$ cat config.mk
export PLATFORM = sky130hd
export DESIGN_NAME = stack_cache
export DESIGN_NICKNAME = d
export VERILOG_FILES = /design/src/rtl/stkc_pkg.sv /design/src/rtl/stkc_store.sv /design/src/rtl/stkc_dribbler.sv /design/src/rtl/stack_cache.sv
export SDC_FILE = /design/constraint.sdc
export NUM_CORES = 2
export LEC_CHECK = 0
export BUFFER_PORTS_ARGS = -buffer_cell sky130_fd_sc_hd__buf_2
export CELL_PAD_IN_SITES_DETAIL_PLACEMENT = 1
export CELL_PAD_IN_SITES_GLOBAL_PLACEMENT = 2
export CORE_MARGIN = 4
export CORE_UTILIZATION = 25
export CTS_BUF_LIST = sky130_fd_sc_hd__clkbuf_4 sky130_fd_sc_hd__clkbuf_8 sky130_fd_sc_hd__clkbuf_16
export CTS_CLUSTER_SIZE = 24
export DETAILED_ROUTE_END_ITERATION = 7
export PLACE_DENSITY = 0.43
export SYNTH_ARGS = -nofsm -noshare
export SYNTH_HDL_FRONTEND = slang
export SYNTH_SLANG_ARGS = --single-unit
$ cat constraint.sdc
create_clock -name clk -period 13.9 [get_ports clk]
set_clock_uncertainty 0.05 [all_clocks]
set_input_delay 2.78 -clock clk [delete_from_list [all_inputs] [get_ports clk]]
set_output_delay 2.78 -clock clk [all_outputs]
set_load 0.05 [all_outputs]
$ cat src/rtl/stkc_pkg.sv
package stkc_pkg;
    typedef enum logic [1:0] {
        DR_IDLE  = 2'd0,
        DR_SPILL = 2'd1,
        DR_FILL  = 2'd2
    } drib_mode_e;
endpackage

$ cat src/rtl/stkc_store.sv
// Ring storage: one write port, two combinational read ports.
module stkc_store #(
    parameter int WIDTH = 32,
    parameter int DEPTH = 64,
    localparam int PTR_W = $clog2(DEPTH)
) (
    input  logic             clk,
    input  logic             we,
    input  logic [PTR_W-1:0] waddr,
    input  logic [WIDTH-1:0] wdata,
    input  logic [PTR_W-1:0] raddr_a,
    output logic [WIDTH-1:0] rdata_a,
    input  logic [PTR_W-1:0] raddr_b,
    output logic [WIDTH-1:0] rdata_b
);
    logic [WIDTH-1:0] ring_d [DEPTH];
    logic [WIDTH-1:0] ring_q [DEPTH];

    always_comb begin
        for (int i = 0; i < DEPTH; i++) begin
            ring_d[i] = ring_q[i];
        end
        if (we) begin
            ring_d[waddr] = wdata;
        end
    end

    always_ff @(posedge clk) begin
        for (int i = 0; i < DEPTH; i++) begin
            ring_q[i] <= ring_d[i];
        end
    end

    assign rdata_a = ring_q[raddr_a];
    assign rdata_b = ring_q[raddr_b];
endmodule

$ cat src/rtl/stkc_dribbler.sv
// Background spill/fill engine with watermark hysteresis.
module stkc_dribbler
    import stkc_pkg::*;
#(
    parameter int WIDTH    = 32,
    parameter int DEPTH    = 64,
    parameter int MEM_AW   = 16,
    parameter int SPILL_HI = 48,
    parameter int SPILL_LO = 40,
    parameter int FILL_LO  = 8,
    parameter int FILL_HI  = 16,
    localparam int CNT_W   = $clog2(DEPTH) + 1
) (
    input  logic              clk,
    input  logic              rst_n,
    input  logic [CNT_W-1:0]  occ_i,
    input  logic [WIDTH-1:0]  oldest_i,
    input  logic              core_wr_i,
    output logic              spill_done_o,
    output logic              fill_wr_o,
    output logic [WIDTH-1:0]  fill_data_o,
    output logic              spill_busy_o,
    output logic              fill_busy_o,
    output logic              mem_req_o,
    output logic              mem_we_o,
    output logic [MEM_AW-1:0] mem_addr_o,
    output logic [WIDTH-1:0]  mem_wdata_o,
    input  logic              mem_ack_i,
    input  logic [WIDTH-1:0]  mem_rdata_i
);
    localparam logic [CNT_W-1:0] SPILL_HI_C = CNT_W'(SPILL_HI);
    localparam logic [CNT_W-1:0] SPILL_LO_C = CNT_W'(SPILL_LO);
    localparam logic [CNT_W-1:0] FILL_LO_C  = CNT_W'(FILL_LO);
    localparam logic [CNT_W-1:0] FILL_HI_C  = CNT_W'(FILL_HI);

    typedef struct packed {
        drib_mode_e        mode;
        logic              req;
        logic              we;
        logic [MEM_AW-1:0] ptr;
        logic              fpend;
        logic [WIDTH-1:0]  fdata;
    } drib_st_t;

    drib_st_t st_d, st_q;
    logic     spill_done, fill_wr;

    always_comb begin
        st_d       = st_q;
        spill_done = 1'b0;
        fill_wr    = 1'b0;

        // completion of the outstanding transfer
        if (st_q.req && mem_ack_i) begin
            st_d.req = 1'b0;
            if (st_q.we) begin
                st_d.ptr   = st_q.ptr + MEM_AW'(1);
                spill_done = 1'b1;
            end else begin
                st_d.ptr   = st_q.ptr - MEM_AW'(1);
                st_d.fpend = 1'b1;
                st_d.fdata = mem_rdata_i;
            end
        end

        // held fill word waits for a free ring write port
        if (st_q.fpend && !core_wr_i) begin
            fill_wr    = 1'b1;
            st_d.fpend = 1'b0;
        end

        // issue decision only when nothing is in flight
        if (!st_q.req && !st_q.fpend) begin
            if ((occ_i > SPILL_HI_C) ||
                (st_q.mode == DR_SPILL && occ_i > SPILL_LO_C)) begin
                st_d.mode = DR_SPILL;
                st_d.req  = 1'b1;
                st_d.we   = 1'b1;
            end else if ((st_q.ptr != '0) &&
                         ((occ_i < FILL_LO_C) ||
                          (st_q.mode == DR_FILL && occ_i < FILL_HI_C))) begin
                st_d.mode = DR_FILL;
                st_d.req  = 1'b1;
                st_d.we   = 1'b0;
            end else begin
                st_d.mode = DR_IDLE;
            end
        end
    end

    always_ff @(posedge clk) begin
        if (!rst_n) begin
            st_q <= '{mode: DR_IDLE, req: 1'b0, we: 1'b0, ptr: '0,
                      fpend: 1'b0, fdata: '0};
        end else begin
            st_q <= st_d;
        end
    end

    assign spill_done_o = spill_done;
    assign fill_wr_o    = fill_wr;
    assign fill_data_o  = st_q.fdata;
    assign spill_busy_o = st_q.req && st_q.we;
    assign fill_busy_o  = (st_q.req && !st_q.we) || st_q.fpend;
    assign mem_req_o    = st_q.req;
    assign mem_we_o     = st_q.we;
    assign mem_addr_o   = st_q.we ? st_q.ptr : (st_q.ptr - MEM_AW'(1));
    assign mem_wdata_o  = oldest_i;
endmodule

$ cat src/rtl/stack_cache.sv
module stack_cache #(
    parameter int WIDTH    = 32,
    parameter int DEPTH    = 64,
    parameter int MEM_AW   = 16,
    parameter int SPILL_HI = 48,
    parameter int SPILL_LO = 40,
    parameter int FILL_LO  = 8,
    parameter int FILL_HI  = 16,
    localparam int PTR_W   = $clog2(DEPTH),
    localparam int CNT_W   = PTR_W + 1
) (
    input  logic              clk,
    input  logic              rst_n,
    input  logic              push_i,
    input  logic              pop_i,
    input  logic [WIDTH-1:0]  push_data_i,
    output logic              ready_o,
    input  logic [PTR_W-1:0]  peek_off_i,
    output logic [WIDTH-1:0]  peek_data_o,
    output logic              peek_valid_o,
    output logic              mem_req_o,
    output logic              mem_we_o,
    output logic [MEM_AW-1:0] mem_addr_o,
    output logic [WIDTH-1:0]  mem_wdata_o,
    input  logic              mem_ack_i,
    input  logic [WIDTH-1:0]  mem_rdata_i
);
    localparam logic [CNT_W-1:0] FULL_C = CNT_W'(DEPTH);

    typedef struct packed {
        logic [PTR_W-1:0] oldest;
        logic [CNT_W-1:0] occ;
    } ring_st_t;

    ring_st_t st_d, st_q;

    logic             spill_done, fill_wr, spill_busy, fill_busy;
    logic [WIDTH-1:0] fill_data, oldest_data;
    logic             pop_ok, push_ok, accept, core_wr;
    logic [PTR_W-1:0] top_slot, free_slot, wr_slot, peek_slot;
    logic             st_we;
    logic [PTR_W-1:0] st_waddr;
    logic [WIDTH-1:0] st_wdata;
    logic [CNT_W-1:0] occ_w;

    assign occ_w = st_q.occ;

    always_comb begin
        st_d      = st_q;
        top_slot  = st_q.oldest + st_q.occ[PTR_W-1:0] - PTR_W'(1);
        free_slot = st_q.oldest + st_q.occ[PTR_W-1:0];
        peek_slot = top_slot - peek_off_i;

        // a pop may not remove the word currently being spilled
        pop_ok  = st_q.occ > CNT_W'(spill_busy);
        // a push may not take the slot reserved for a fill in flight
        push_ok = st_q.occ < (FULL_C - CNT_W'(fill_busy));

        if (pop_i)       ready_o = pop_ok;
        else if (push_i) ready_o = push_ok;
        else             ready_o = 1'b1;

        accept  = ready_o && (push_i || pop_i);
        core_wr = accept && push_i;
        wr_slot = pop_i ? top_slot : free_slot;

        // write port: core first, held fill word otherwise
        st_we    = core_wr || fill_wr;
        st_waddr = core_wr ? wr_slot : (st_q.oldest - PTR_W'(1));
        st_wdata = core_wr ? push_data_i : fill_data;

        st_d.occ = st_q.occ
                 + CNT_W'(accept && push_i && !pop_i)
                 - CNT_W'(accept && pop_i && !push_i)
                 + CNT_W'(fill_wr)
                 - CNT_W'(spill_done);
        if (spill_done) st_d.oldest = st_q.oldest + PTR_W'(1);
        if (fill_wr)    st_d.oldest = st_q.oldest - PTR_W'(1);
    end

    always_ff @(posedge clk) begin
        if (!rst_n) st_q <= '{oldest: '0, occ: '0};
        else        st_q <= st_d;
    end

    assign peek_valid_o = CNT_W'(peek_off_i) < st_q.occ;

    stkc_store #(.WIDTH(WIDTH), .DEPTH(DEPTH)) u_store (
        .clk     (clk),
        .we      (st_we),
        .waddr   (st_waddr),
        .wdata   (st_wdata),
        .raddr_a (peek_slot),
        .rdata_a (peek_data_o),
        .raddr_b (st_q.oldest),
        .rdata_b (oldest_data)
    );

    stkc_dribbler #(
        .WIDTH(WIDTH), .DEPTH(DEPTH), .MEM_AW(MEM_AW),
        .SPILL_HI(SPILL_HI), .SPILL_LO(SPILL_LO),
        .FILL_LO(FILL_LO), .FILL_HI(FILL_HI)
    ) u_drib (
        .clk          (clk),
        .rst_n        (rst_n),
        .occ_i        (st_q.occ),
        .oldest_i     (oldest_data),
        .core_wr_i    (core_wr),
        .spill_done_o (spill_done),
        .fill_wr_o    (fill_wr),
        .fill_data_o  (fill_data),
        .spill_busy_o (spill_busy),
        .fill_busy_o  (fill_busy),
        .mem_req_o    (mem_req_o),
        .mem_we_o     (mem_we_o),
        .mem_addr_o   (mem_addr_o),
        .mem_wdata_o  (mem_wdata_o),
        .mem_ack_i    (mem_ack_i),
        .mem_rdata_i  (mem_rdata_i)
    );
endmodule

**Word-level counts from Yosys, hierarchy flattened**

Memories as Yosys holds them, arrays and structs flattened. A register that Yosys moved wholly into a read port is not among the register bits.
Index checks and enable logic that the tools add are counted.

- Register bits: 66
- Bits in writable memories: 2048
- Output and inout bits: 84
- Logic and storage cells: 89
- Memories kept: 1

- Add/subtract/negate cells: 12
- Order comparisons: 9
- Eq/ne operators: 2
- Multiplexer cells: 23
- Bitwise gates (word level): 3
- Reductions and logical operators: 31

Memories:

| name | depth | bits a word | rd ports | clocked after memory_dff | wr ports | RTL line | RTL |
|---|---|---|---|---|---|---|---|
| u_store.ring_q | 64 | 32 | 66 | 1 | 64 | stkc_store.sv:17 | `logic [WIDTH-1:0] ring_q [DEPTH];` |

Operator list:

| cell | count |
|---|---|
| bitwise mux 2048 bit | 1 |
| two-way mux 2048 bit | 1 |
| demux 32 bit (select 6 bit) | 1 |
| two-way mux 32 bit | 2 |
| two-way mux 6 bit | 6 |
| two-way mux 16 bit | 2 |
| adder 16 x 1 -> 16 bit (second input constant) | 1 |
| nonzero test 16 bit | 1 |
| subtractor 16 x 1 -> 16 bit (second input constant) | 1 |
| adder 7 x 1 -> 7 bit | 2 |
| greater-than comparator 7 x 6 -> 1 bit (second input constant) | 2 |
| logical AND 1 bit | 14 |
| subtractor 7 x 1 -> 7 bit | 2 |
| subtractor 6 x 1 -> 6 bit (second input constant) | 2 |
| >= comparator 7 bit (second input constant) | 1 |
| greater-than comparator 7 x 1 -> 1 bit | 1 |
| < comparator 6 x 7 -> 1 bit | 1 |
| < comparator 7 x 1 -> 1 bit (second input constant) | 1 |
| < comparator 7 x 4 -> 1 bit (second input constant) | 1 |
| < comparator 7 x 5 -> 1 bit (second input constant) | 1 |
| < comparator 7 bit | 1 |
| inverter 6 -> 7 bit | 1 |
| subtractor 7 x 1 -> 7 bit (first input constant) | 1 |
| adder 6 x 1 -> 6 bit (second input constant) | 1 |
| other kinds (13) | 32 |

**Longest topological paths before layout**

- Depth in word-level cells: 17
- Mapped depth: 20
- Gate-level depth less buffers: 18

**By module**

From an unflattened synthesis, not the netlist that was laid out.

- Cells, all modules: 5473
- Area, all modules: 100114.8 um2

Modules (own cells, without submodules):

| module | instances | cells each | area each (um2) |
|---|---|---|---|
| stkc_store | 1 | 4811 | 94544.4 |
| stkc_dribbler | 1 | 408 | 3164.3 |
| stack_cache | 1 | 254 | 2406.1 |

**Worst setup path after synthesis**

No wires, ideal clock.

- Path type: input to output
- Start point: in peek_off_i[0]
- End point: out peek_data_o[30]
- Data arrival time: 5808 ps
- Setup slack: 5262 ps
- Cell stages on the path: 10
- Path through: ha_1 > inv_1 > fa_1 > clkbuf_1 > buf_1 > buf_1 > mux4_2 > mux4_2 > o22ai_1 > a21oi_1

- Word-level cells in the longest chain between the ends: 2

Ends and longest elaborated chain:

| what | RTL line | RTL |
|---|---|---|
| start: declaration | stack_cache.sv:18 | `input logic [PTR_W-1:0] peek_off_i,` |
| subtractor 6 bit | stack_cache.sv:52 | `peek_slot = top_slot - peek_off_i;` |
| memory (64 x 32 bit) | -- |  |
| end: declaration | stack_cache.sv:19 | `output logic [WIDTH-1:0] peek_data_o,` |

No other way between the ends.

**Worst setup path after layout**

- Start point: in peek_off_i[0]
- End point: out peek_data_o[25]

The elaborated chain is that of the path after synthesis.

==> results.md <==
* Outcome: finished clean
* Vias per cell at 5.28
* Max cap viols at 0
* CTS root buf: clkbuf_16
* Final setup fails at 0
* Fin Setup TNS at 0 ns
* CP Launch Type: input pin
* Final hold violations at 0
* Most used DFF post-synth: edfxtp_1
* Num ports at ~160
* Placer Congestion at 0.748
* Min Tclk post-route at approximately 10 ns
* Worst-margin pin slew at around 1.3 ns
* Gates resized, CTS repair at 0
* Ys async rst share at 0
* Syn. warnings at 0
* Fin. max-slew vios at 0
* Internal reg-to-reg setup slack at ~8 ns
* Met1 Usage GRT at 0.286
* Slew headroom at 0.138
* Gr ovfl total at 0
* Worst-path fanout max at 42
* CTS clk-pin slew, worst paths at roughly 0.040 ns
* Hold endpoint: u_drib.fill_data_o[4]$_SDFFE_PN0P_
* Worst Path Required at ~11 ns
* Die X-Extent at ~640 um
* EDFF count, synth at roughly 2000
* Min-delay worst type: flop to flop
* Net Count, Synth at between 4000 and 5000
* Fmax at approximately 0.096 GHz
* # DRC at 0
* Routed WL at 415000 um
* Busiest layer in global routing: met2
* Final #Nets at 4995
* FILL cells at 39455
* Mean routed wirelength per cell at between 40 and 50 um
* Row Count at 230
* R2R depth at 11
* First-pass GRT wire length at 556000 um
* Crit. End Element: output port
* CTS tree: done
* Clk buf depth at 4
* 1st-iter DRT viols at around 5800
* DRT antenna net count at 0
* Cts bufs inserted at ~270
* # hold bufs at CTS at 0
* Non-Filler Instances at around 10000
* # H-tree levels at 5
* Worst Path Arrival at between 7 and 8 ns
* DIE AREA at between 400000 and 500000 um2
* Met3 Track Usage GR at 0.0310
* Setup Fix Bufs, Post-CTS at 0
* Layout cell share with drive strength beyond 1 at 0.428
* Clock sink count at between 2000 and 2500
* Synth Instances at 4600
* Layout overhead on the synthesized area at 17.2%
* Synthesized flop and latch total at between 2000 and 2500
* Inst Count DP at 9822
* Met2 Usage GRT at 0.320
* Vias in the first global route at around 58000
* Final hold slack at a little over 0.4 ns
* Die H at between 600 and 700 um
* Hold Path Depth at 2
* Worst skew pair latency at 0.87 ns
* Initial Utilization at 0.251
* Reg-to-Reg Start: u_drib.mem_we_o$_SDFFE_PN0P_
* Commonest non-fill, non-tap cells in the layout: edfxtp_1 (2048), mux4_2 (1274), clkbuf_16 (283), buf_4 (174), buf_2 (158)
* Largest net degree at the start of global routing at roughly 110
* Commonest non-fill, non-tap cell in the layout: edfxtp_1
* Drt pass-1 iters at 8
* IO Port Bufs at 158
* Worst setup margin at about 3.4 ns
* Core outline area at 393000 um2
* Synth Cell Area at approximately 100000 um2
* Post-DP HPWL at approximately 240000 um
* Vias at between 50000 and 60000
* Tcrit/Tclk final at 0.753
* Mapped Avg Cell Area at around 21 um2
* Sequential area share after synthesis at 0.637
* Initial antenna violation count at between 40 and 50
* Critical path class: input pin to output port
* RSZ-0062 raised after global routing: false
* Worst Hold Launch: u_drib.fill_data_o[4]$_SDFFE_PN0P_
* Reg-to-reg endpoint: u_store.ring_q[63][10]$_DFFE_PP_
* All-Layer GR Usage at 0.201
* Count of cell types in the netlist at 54
* Place WS at approximately 3.3 ns
state kept, by name, summed over array words and instances (netlist names), named ones only:
signal / flops
u_drib.mem_req_o: 1
u_store.ring_q: 2048
u_drib.st_q: 19
u_drib.fill_data_o: 32
occ_w: 7
st_q: 6
u_drib.mem_we_o: 1
logic make-up after synthesis:
kind of cell    after synthesis  share of synthesized area
compound gates              270                     0.0178
xor+xnor                     52                    0.00492
fa+ha+maj                    45                    0.00608
buf+inv                     388                     0.0171
flops                      2120                      0.637
mux                        1356                      0.299
simple gates                369                     0.0173
worst max-delay path by stage:
| stage | from | cells past startpoint | slack [ns] | to |
|---|---|---|---|---|
| after global placement | peek_off_i[1] | 13 | 3.16 | peek_data_o[28] |
| final | peek_off_i[0] | 11 | 3.43 | peek_data_o[25] |
| after global routing | st_q[9]$_SDFFE_PN0N_ | 14 | 3.09 | peek_data_o[25] |
| after floorplan | peek_off_i[0] | 10 | 5.26 | peek_data_o[30] |
| after CTS | st_q[9]$_SDFFE_PN0N_ | 14 | 3.25 | peek_data_o[25] |
| after detailed placement | peek_off_i[0] | 11 | 3.30 | peek_data_o[25] |
metal layers:
metal / share of wire / up-vias
li1: - / 20812
met1: 0.45 / 30954
met2: 0.46 / 2062
met3: 0.054 / 533
met4: 0.030 / 16
met5: 0.00028 / -
cells in the mapped netlist, types with 25 or more instances:
cell | number | share of area
mux2i_1 | 45 | 0.0046
ha_1 | 40 | 0.0051
buf_1 | 66 | 0.0025
clkbuf_1 | 165 | 0.0063
mux2_2 | 37 | 0.0042
nor2_1 | 123 | 0.0047
buf_2 | 89 | 0.0045
nand2_1 | 113 | 0.0043
a211oi_1 | 49 | 0.0037
mux4_2 | 1274 | 0.29
dfxtp_1 | 72 | 0.015
a21boi_0 | 45 | 0.0034
nor2b_1 | 33 | 0.0021
inv_1 | 36 | 0.0014
o22ai_1 | 65 | 0.0041
a21oi_1 | 51 | 0.0026
o21ai_0 | 25 | 0.0013
edfxtp_1 | 2048 | 0.62
buf_4 | 31 | 0.0024
xnor2_1 | 29 | 0.0026
worst max-delay path, cell delays in order:
cell and delay, ns:
buf_2 0.13, ha_4 0.14, inv_1 0.05, fa_4 1.36
buf_4 0.48, buf_4 0.49, mux4_2 0.31, mux4_2 0.27
o22ai_1 0.09, nor2_1 0.97, buf_2 0.44
final cells by class:
cell class / count / area, um2 / area share
antenna: 6 / 15.0 / 0.000130
sequential: 2120 / 63000 / 0.544
timing repair buffer: 353 / 2520 / 0.0218
clock buffer: 334 / 7480 / 0.0646
inverter: 37 / 139 / 0.00120
multi-input combinational: 2092 / 34800 / 0.301
clock inverter: 141 / 1270 / 0.0110
tap: 5220 / 6530 / 0.0565
through the flow:
stage          cell area, um2   util
2_1_floorplan           98700      -
3_3_place_gp           107000  0.272
3_5_place_dp           107000  0.272
4_1_cts                116000  0.294
5_1_grt                116000  0.294
6_report               116000  0.294
Power is not shown: default switching activity piles up to over one toggle a cycle in this logic, so the estimate is an artifact.
